==> src/rtl/fan_tach_pkg.sv <==
package fan_tach_pkg;

  typedef enum logic [1:0] {
    END_NONE      = 2'd0,
    END_CAPTURE   = 2'd1,
    END_UNDERFLOW = 2'd2,
    END_COMPARE   = 2'd3
  } meas_end_e;

  typedef struct packed {
    logic stop_high;
    logic stop_equal;
    logic stop_below;
  } stop_cfg_t;

  function automatic stop_cfg_t decode_nibble(input logic [3:0] nib);
    stop_cfg_t c;
    c.stop_high  = nib[3];
    c.stop_equal = nib[2];
    c.stop_below = nib[1];
    return c;
  endfunction

endpackage

==> src/rtl/fan_tach_prescaler.sv <==
module fan_tach_prescaler #(
  parameter int PRE_W = 8
) (
  input  logic             clk,
  input  logic             rst_n,
  input  logic             run,
  input  logic [PRE_W-1:0] prescale,
  output logic             tick
);
  logic [PRE_W-1:0] div_q;
  logic             wrap;

  assign wrap = (div_q >= prescale);
  assign tick = run && wrap;

  always_ff @(posedge clk or negedge rst_n) begin
    if (!rst_n)      div_q <= '0;
    else if (!run)   div_q <= '0;
    else if (wrap)   div_q <= '0;
    else             div_q <= div_q + 1'b1;
  end
endmodule

==> src/rtl/fan_tach_edge_sync.sv <==
module fan_tach_edge_sync #(
  parameter int STAGES = 2
) (
  input  logic clk,
  input  logic rst_n,
  input  logic din,
  input  logic fall_sel,
  output logic edge_seen
);
  logic [STAGES-1:0] sync_q;
  logic              prev_q;
  logic              cur;

  assign cur = sync_q[STAGES-1];

  always_ff @(posedge clk or negedge rst_n) begin
    if (!rst_n) begin
      sync_q <= '0;
      prev_q <= 1'b0;
    end else begin
      sync_q <= {sync_q[STAGES-2:0], din};
      prev_q <= cur;
    end
  end

  assign edge_seen = fall_sel ? (prev_q && !cur) : (!prev_q && cur);
endmodule

==> src/rtl/fan_tach_channel.sv <==
module fan_tach_channel
  import fan_tach_pkg::*;
#(
  parameter int CNT_W = 16
) (
  input  logic             clk,
  input  logic             rst_n,
  input  logic             run,
  input  logic             tick,
  input  logic             edge_seen,
  input  stop_cfg_t        cfg,
  input  logic [CNT_W-1:0] target,
  output logic [CNT_W-1:0] count,
  output logic [CNT_W-1:0] captured,
  output meas_end_e        ending
);
  localparam logic [CNT_W-1:0] TOP = {CNT_W{1'b1}};

  logic [CNT_W-1:0] cnt_q;
  logic [CNT_W-1:0] cap_q;
  logic             stop_hit;

  always_comb begin
    if (cfg.stop_high)       stop_hit = (cnt_q == TOP);
    else if (cfg.stop_equal) stop_hit = (cnt_q == target);
    else if (cfg.stop_below) stop_hit = (target != '0) && (cnt_q == target - 1'b1);
    else                     stop_hit = 1'b0;
  end

  always_comb begin
    if (!run)                      ending = END_NONE;
    else if (stop_hit)             ending = END_COMPARE;
    else if (edge_seen)            ending = END_CAPTURE;
    else if (tick && cnt_q == '0)  ending = END_UNDERFLOW;
    else                           ending = END_NONE;
  end

  always_ff @(posedge clk or negedge rst_n) begin
    if (!rst_n)                  cnt_q <= TOP;
    else if (!run)               cnt_q <= TOP;
    else if (ending != END_NONE) cnt_q <= TOP;
    else if (tick)               cnt_q <= cnt_q - 1'b1;
  end

  always_ff @(posedge clk or negedge rst_n) begin
    if (!rst_n)                     cap_q <= '0;
    else if (ending == END_CAPTURE) cap_q <= cnt_q;
  end

  assign count    = cnt_q;
  assign captured = cap_q;
endmodule

==> src/rtl/fan_tach_timer.sv <==
module fan_tach_timer
  import fan_tach_pkg::*;
#(
  parameter int NUM_CH = 2,
  parameter int CNT_W  = 16,
  parameter int PRE_W  = 8,
  parameter int SYNC_N = 2
) (
  input  logic                    clk,
  input  logic                    rst_n,
  input  logic                    mode_en,
  input  logic [NUM_CH-1:0]       ch_en,
  input  logic [NUM_CH-1:0]       clk_sel,
  input  logic [NUM_CH-1:0]       edge_fall,
  input  logic [NUM_CH-1:0]       in_sel,
  input  logic [2*NUM_CH-1:0]     tach_in,
  input  logic [PRE_W-1:0]        prescale,
  input  logic [4*NUM_CH-1:0]     cmp_cfg,
  input  logic [NUM_CH*CNT_W-1:0] cmp_tgt,
  input  logic [3*NUM_CH-1:0]     irq_en,
  input  logic [3*NUM_CH-1:0]     pend_clr,
  output logic [NUM_CH*CNT_W-1:0] count,
  output logic [NUM_CH*CNT_W-1:0] capture,
  output logic [3*NUM_CH-1:0]     pending,
  output logic                    irq
);
  localparam int PEND_W = 3 * NUM_CH;
  localparam int OFS_UF = NUM_CH;
  localparam int OFS_CP = 2 * NUM_CH;

  logic              tick;
  logic [PEND_W-1:0] pend_q;
  logic [PEND_W-1:0] pend_set;

  fan_tach_prescaler #(.PRE_W(PRE_W)) u_pre (
    .clk      (clk),
    .rst_n    (rst_n),
    .run      (mode_en),
    .prescale (prescale),
    .tick     (tick)
  );

  for (genvar g = 0; g < NUM_CH; g++) begin : g_ch
    logic      run;
    logic      src;
    logic      edge_seen;
    meas_end_e ending;

    assign run = mode_en && ch_en[g] && clk_sel[g];
    assign src = in_sel[g] ? tach_in[g + NUM_CH] : tach_in[g];

    fan_tach_edge_sync #(.STAGES(SYNC_N)) u_sync (
      .clk       (clk),
      .rst_n     (rst_n),
      .din       (src),
      .fall_sel  (edge_fall[g]),
      .edge_seen (edge_seen)
    );

    fan_tach_channel #(.CNT_W(CNT_W)) u_chan (
      .clk       (clk),
      .rst_n     (rst_n),
      .run       (run),
      .tick      (tick),
      .edge_seen (edge_seen),
      .cfg       (decode_nibble(cmp_cfg[4*g +: 4])),
      .target    (cmp_tgt[g*CNT_W +: CNT_W]),
      .count     (count[g*CNT_W +: CNT_W]),
      .captured  (capture[g*CNT_W +: CNT_W]),
      .ending    (ending)
    );

    assign pend_set[g]          = (ending == END_CAPTURE);
    assign pend_set[g + OFS_UF] = (ending == END_UNDERFLOW);
    assign pend_set[g + OFS_CP] = (ending == END_COMPARE);
  end

  always_ff @(posedge clk or negedge rst_n) begin
    if (!rst_n) pend_q <= '0;
    else        pend_q <= (pend_q & ~pend_clr) | pend_set;
  end

  assign pending = pend_q;
  assign irq     = |(pend_q & irq_en);
endmodule

==> config.mk <==
export PLATFORM = sky130hd
export DESIGN_NAME = fan_tach_timer
export DESIGN_NICKNAME = d
export VERILOG_FILES = /design/src/rtl/fan_tach_pkg.sv /design/src/rtl/fan_tach_prescaler.sv /design/src/rtl/fan_tach_edge_sync.sv /design/src/rtl/fan_tach_channel.sv /design/src/rtl/fan_tach_timer.sv
export SDC_FILE = /design/constraint.sdc
export NUM_CORES = 1
export LEC_CHECK = 0
export BUFFER_PORTS_ARGS = -buffer_cell sky130_fd_sc_hd__buf_2
export CORE_ASPECT_RATIO = 1.1
export CORE_UTILIZATION = 49
export DETAILED_ROUTE_END_ITERATION = 10
export MAX_ROUTING_LAYER = met4
export PLACE_DENSITY = 0.78
export SLEW_MARGIN = 20
export SYNTH_ARGS = -nofsm -noshare
export SYNTH_HDL_FRONTEND = slang
export SYNTH_SLANG_ARGS = --single-unit
==> constraint.sdc <==
create_clock -name clk -period 2.92 [get_ports clk]
set_clock_uncertainty 0.2 [all_clocks]
set_input_delay 0.438 -clock clk [delete_from_list [all_inputs] [get_ports clk]]
set_output_delay 0.438 -clock clk [all_outputs]
set_load 0.01 [all_outputs]
==> impl_metrics.yaml, run 1 <==
critical_path:
  reg2reg_depth: 8
  worstPathArrival_ns: 2.87
  crit_chain: "or4_1 > or3_1 > or3_1 > nor3_2 > and4_2 > buf_4 > a2111oi_0 > nand2_1"
  cp-start-kind: "register"
  crit_type: "reg -> reg"
  crit_family: "simple AND/OR/NAND/NOR gates"
  crit_path_end_kind: "register"
  r2r_end: "g_ch[1].u_chan.count[1]$_DFFE_PN1P_"
  cpMostUsedCell: "or3_1"
  rr_startpoint: "g_ch[1].u_chan.count[7]$_DFFE_PN1P_"
  rrSetupSlack_ns: 0.13
  cp_max_fo: 5
  critPathBufInv: 1
  max_stage_delay_ns: 0.59
  required_ns: 3.00
  cp_slowest_cell: "or4_1"
sta:
  hold_slack_ns: 0.0917
  fin_ws_ns: 0.130
  period_minus_slack_ns: 2.79
  fmax_mhz: 358
  rsz0062_at_grt: "no"
  setup_viol: 0
  slew_violations: 0
  hold_violations: 0
  worst_pin_slew_ns: 1.05
  slew_headroom_pct: 29.2
  fin_crit_sh_pct: 95.5
yosys:
  synth_top_area_share_pct: 22.7
  yosysWarnings: 0
  ys_async_sr_fraction_pct: 100
  synth_largest_area_cell: "dfrtp_1"
  avgSynthCellArea_um2: 9.11
  ys_seq_elements: 84
  postSynthCellCount: 629
  syn_area_mm2: 0.00573
  synth_top_cells_by_count: "dfrtp_1 (52), o21ai_0 (49), xnor2_1 (37)"
  synth_edf_count: 0
  synth.area.top_cells: "dfrtp_1 (23%), dfstp_2 (15%), xnor2_1 (5.7%)"
  yosysUniqueCellTypes: 68
  syn_nets: 719
  synth-seq-area-share_pct: 37.4
  synth_most_common_cell: "dfrtp_1"
  synth_ff_type: "dfrtp_1"
detailed_routing:
  totalWireLength_um: 16700
  vias_per_cell: 5.93
  wire_per_inst_um: 17.4
  remaining_drc_errors: 0
  drtIter0Drc: 548
  dr.pass1.iters: 5
  vias: 5709
  ant_nets: 0
min_path:
  whs_path_depth: 2
  hold_class: "in -> reg"
  worst_hold_startpoint: "pend_clr[4]"
  whs_endpoint: "pending[4]$_DFF_PN0_"
floorplanning:
  die_y_um: 115
  initial_core_util_pct: 50.1
  rows: 41
  ioPinCount: 146
  fp.dieW_um: 105
  core_mm2: 0.0114
  die_area_mm2: 0.0121
power:
  internal_power_w: 0.00233
  power.switching_w: 0.000951
  power-per-cell-area_mw_per_mm2: 446
  p_clk_share_pct: 35.7
  seq_power_share_pct: 42.2
  power_w: 0.00328
  swShare_pct: 28.9
  p_leak_nw: 3.18
  p_comb_share_pct: 22.1
  ir_drop_mv: 0.348
global_routing:
  grt_max_degree: 61
  grt_pass1_vias: 5376
  grt_remaining_overflow: 0
  grt_pass1_wl_um: 27100
  grt_antenna_before_repair: 0
  grtUsageTotal_pct: 29.1
clocking:
  postCtsSetupRepairBufs: 0
  cts_max_level: 3
  cts_made_buffers: 9
  ctsRootBufferMaster: "clkbuf_16"
  cts_tree: "done"
  clk-insertion-delay-late_ns: 0.34
  clk_path_buf_depth: 2
  clk_pin_slew_worst_paths_ns: 0.07
  cts_sinks: 84
finish:
  drive_above_1_share_pct: 37.8
  finish.utilization_pct: 64.4
  diodes: 0
  nets: 898
  area_growth_pct: 28.5
place:
  portBuffers: 143
  gp_congestion: 0.963
  dp_hpwl_um: 12700
  dp_slack_ns: -0.369
flow_run:
  cap_violations: 0
outcome:
  status: "completed"
-- what timing repair did --
action | 4_1_cts | 5_1_grt
hold endpoints to repair | 15 | 0
resized for setup | 1 | 8
setup endpoints to repair | 14 | 45
hold buffers | 1 | 0
pin swaps | 0 | 2
-- per-layer routing --
metal	global-route usage, %	part of all wire [%]
met5	-	0
met4	9.39	2.2
met3	3.66	5.4
met2	48.4	50
met1	37.1	43
-- power groups by stage --
stage | Sequential, W | Clock, W | Combinational, W
2_1_floorplan | 0.00146 | 0 | 0.000328
3_3_place_gp | 0.00139 | 0 | 0.000701
3_5_place_dp | 0.00140 | 0 | 0.000721
4_1_cts | 0.00138 | 0.00119 | 0.000726
5_1_grt | 0.00140 | 0.00125 | 0.000796
6_report | 0.00138 | 0.00117 | 0.000726
-- cells by family after synthesis --
logic type	Yosys count	share of synthesized area, %
buffers and inverters	68	5.15
AO/OA/AOI/OAI	114	13.3
AND/OR/NAND/NOR	260	25.9
multiplexers	21	4.70
adder cells (fa/ha/maj)	15	3.28
flip-flops	84	37.4
XOR/XNOR	67	10.2
-- worst max-delay path by stage --
stage,startpoint,endpoint,slack [ns],cells after the start
2_1_floorplan,cmp_tgt[0],pending[0]$_DFF_PN0_,0.01,8
3_3_place_gp,prescale[4],g_ch[1].u_chan.count[2]$_DFFE_PN1P_,-0.23,10
3_5_place_dp,prescale[4],g_ch[1].u_chan.count[2]$_DFFE_PN1P_,-0.37,10
4_1_cts,u_pre.div_q[4]$_DFF_PN0_,g_ch[1].u_chan.count[2]$_DFFE_PN1P_,0.06,8
5_1_grt,cmp_tgt[1],g_ch[0].u_chan.captured[13]$_DFFE_PN0N_,0.01,11
6_report,g_ch[1].u_chan.count[7]$_DFFE_PN1P_,g_ch[1].u_chan.count[1]$_DFFE_PN1P_,0.13,8
-- cells in the final DEF, fill, tap and decap left out, types with 29 or more instances in the layout --
| cell type | count |
|---|---|
| buf_2 | 142 |
| buf_4 | 55 |
| dfrtp_1 | 52 |
| dfstp_2 | 32 |
| inv_1 | 31 |
| nand2_1 | 33 |
| nand3_1 | 35 |
| nor2_1 | 34 |
| o21ai_0 | 48 |
| xnor2_1 | 37 |
| xor2_1 | 29 |
-- through the flow --
stage,area [um^2],TNS (ns),instances
6_report,7360,0,963
3_3_place_gp,7020,-5.10,946
2_1_floorplan,5810,0,629
4_1_cts,7340,0,963
5_1_grt,7360,0,963
3_5_place_dp,7020,-9.25,946
-- sequential cells by signal (all words and copies together), names as in the netlist --
signal	cells
pending	6
g_ch.u_chan.count	32
g_ch.u_sync.prev_q	2
u_pre.div_q	8
g_ch.u_chan.captured	32
g_ch.u_sync.sync_q	4
-- cell type report --
| type | instances | area (um^2) |
|---|---|---|
| clock buffers | 9 | 225 |
| clock inverters | 7 | 82.6 |
| fillers | 945 | 4080 |
| inverters | 33 | 124 |
| multi-input cells | 477 | 3380 |
| flip-flops and latches | 84 | 2140 |
| well taps | 150 | 188 |
| repair buffers | 203 | 1220 |
No activity file was read; power rests on OpenSTA's default activity.
==> inputs of run 2 (changes only) <==
- CTS_CLUSTER_DIAMETER: default -> 50
- PLACE_DENSITY: 0.78 -> 0.88
==> run 2 against run 1 <==
Against the previous run:
- first-iteration DRC count fell by 18%
- design area up 0.31%
- count of clock-buffer cells in the layout unchanged
- sequential power about the same
- largest power group unchanged
- flip-flop and latch count unchanged
==> impl_metrics.yaml, run 2 (synthesized netlist as in run 1, its figures left out) <==
sta:
  rsz0062_at_grt: "no"
  period_minus_slack_ns: 2.82
  fin_ws_ns: 0.103
  hold_slack_ns: 0.0833
  fin_tns_setup_ns: 0
  fmax_mhz: 355
  slew_headroom_pct: 65.3
  slew_violations: 0
  worst_pin_slew_ns: 0.516
  setup_viol: 0
  hold_violations: 0
  fin_crit_sh_pct: 96.5
detailed_routing:
  dr.pass1.iters: 5
  vias: 5628
  wire_per_inst_um: 17.0
  remaining_drc_errors: 0
  totalWireLength_um: 16500
  drtIter0Drc: 449
  ant_nets: 0
  vias_per_cell: 5.83
min_path:
  whs_endpoint: "pending[2]$_DFF_PN0_"
  hold_class: "in -> reg"
  worst_hold_startpoint: "pend_clr[2]"
  whs_path_depth: 2
power:
  power.switching_w: 0.000962
  swShare_pct: 29.2
  ir_drop_mv: 0.379
  internal_power_w: 0.00234
  power-per-cell-area_mw_per_mm2: 446
  seq_power_share_pct: 42.0
  p_clk_share_pct: 35.9
  p_leak_nw: 3.20
  p_comb_share_pct: 22.1
clocking:
  postCtsSetupRepairBufs: 0
  cts_made_buffers: 9
  cts_max_level: 3
  clk_pin_slew_worst_paths_ns: 0.07
  cts_tree: "done"
  ctsRootBufferMaster: "clkbuf_16"
  clk-insertion-delay-late_ns: 0.33
  clk_path_buf_depth: 2
  cts_sinks: 84
finish:
  area_growth_pct: 28.9
  nets: 901
  diodes: 0
  drive_above_1_share_pct: 37.7
  final_cell_mix: "buf_2 (142), buf_4 (58), dfrtp_1 (52), o21ai_0 (48), xnor2_1 (36)"
  final_common_cell: "buf_2"
critical_path:
  reg2reg_depth: 8
  worstPathArrival_ns: 2.84
  cp_max_fo: 10
  cp-start-kind: "register"
  crit_path_end_kind: "register"
  r2r_end: "g_ch[1].u_chan.captured[10]$_DFFE_PN0N_"
  rrSetupSlack_ns: 0.10
  rr_startpoint: "g_ch[1].u_chan.count[3]$_DFFE_PN1P_"
  required_ns: 2.94
  crit_type: "reg -> reg"
global_routing:
  grt_max_degree: 47
  grt_pass1_wl_um: 26300
  grt_pass1_vias: 5260
  grt_remaining_overflow: 0
  grtUsageTotal_pct: 28.3
  grt_antenna_before_repair: 0
place:
  portBuffers: 143
  dp_hpwl_um: 12400
  gp_congestion: 0.974
  dp_slack_ns: -0.365
floorplanning:
  die_y_um: 115
  die_area_mm2: 0.0121
  rows: 41
  ioPinCount: 146
  core_mm2: 0.0114
  initial_core_util_pct: 50.1
  fp.dieW_um: 105
flow_run:
  cap_violations: 0
outcome:
  status: "completed"
-- run 2: layer usage --
| layer | global-route usage [%] | share of wire (%) | up-vias | wire length, um |
|---|---|---|---|---|
| met5 | - | 0 | - | 0 |
| met1 | 37.0 | 43 | 2677 | 7030 |
| met4 | 9.58 | 2.2 | 0 | 356 |
| met3 | 5.17 | 7.7 | 30 | 1260 |
| li1 | - | - | 2657 | - |
| met2 | 44.5 | 47 | 264 | 7800 |
-- run 2: through the flow --
| stage | utilization [%] | cell area, um^2 | total power (W) | instances |
|---|---|---|---|---|
| after floorplan | - | 5810 | 0.00178 | 629 |
| after global placement | 61.6 | 7050 | 0.00210 | 949 |
| after detailed placement | 61.6 | 7050 | 0.00213 | 949 |
| after CTS | 64.4 | 7370 | 0.00331 | 966 |
| after global routing | 64.6 | 7390 | 0.00345 | 966 |
| final | 64.6 | 7390 | 0.00330 | 966 |
-- run 2: worst max-delay path, cell delays in order, from the launching register on --
cell and delay, ns:
dfstp_2 0.55, xor2_2 0.16, xor2_1 0.08, or4_1 0.53, or2_2 0.34, nor4_4 0.19, a31oi_4 0.16, buf_12 0.18
mux2_4 0.29
-- run 2: worst max path at each step --
stage                                                   start                                 endpoint  slack, ns
after CTS                 g_ch[1].u_chan.count[2]$_DFFE_PN1P_  g_ch[1].u_chan.captured[10]$_DFFE_PN0N_       0.05
after floorplan                                    cmp_tgt[0]                     pending[0]$_DFF_PN0_       0.01
after global placement                            prescale[4]      g_ch[1].u_chan.count[2]$_DFFE_PN1P_      -0.22
after detailed placement                          prescale[4]      g_ch[1].u_chan.count[2]$_DFFE_PN1P_      -0.36
final                     g_ch[1].u_chan.count[3]$_DFFE_PN1P_  g_ch[1].u_chan.captured[10]$_DFFE_PN0N_       0.10
after global routing      g_ch[1].u_chan.count[3]$_DFFE_PN1P_  g_ch[1].u_chan.captured[10]$_DFFE_PN0N_      0.001
-- run 2: timing repair --
action,in CTS,in global routing
resized for setup,1,4
hold endpoints to repair,29,0
hold buffers,1,0
endpoints found under the setup margin,14,31
pin swaps,0,0
-- run 2: power by group through the flow --
stage | Clock, W | Combinational, W | Sequential (W)
floorplan | 0 | 0.000328 | 0.00146
global placement | 0 | 0.000697 | 0.00140
detailed placement | 0 | 0.000721 | 0.00140
CTS | 0.00120 | 0.000727 | 0.00139
global route | 0.00125 | 0.000798 | 0.00140
finish | 0.00118 | 0.000727 | 0.00139
-- run 2: final cells by class --
type                    instances  area (um^2)
clock inverters                 7         82.6
flip-flops and latches         84         2140
well taps                     150          188
clock buffers                   9          225
fillers                       923         4050
inverters                      33          124
repair buffers                206         1260
multi-input cells             477         3370
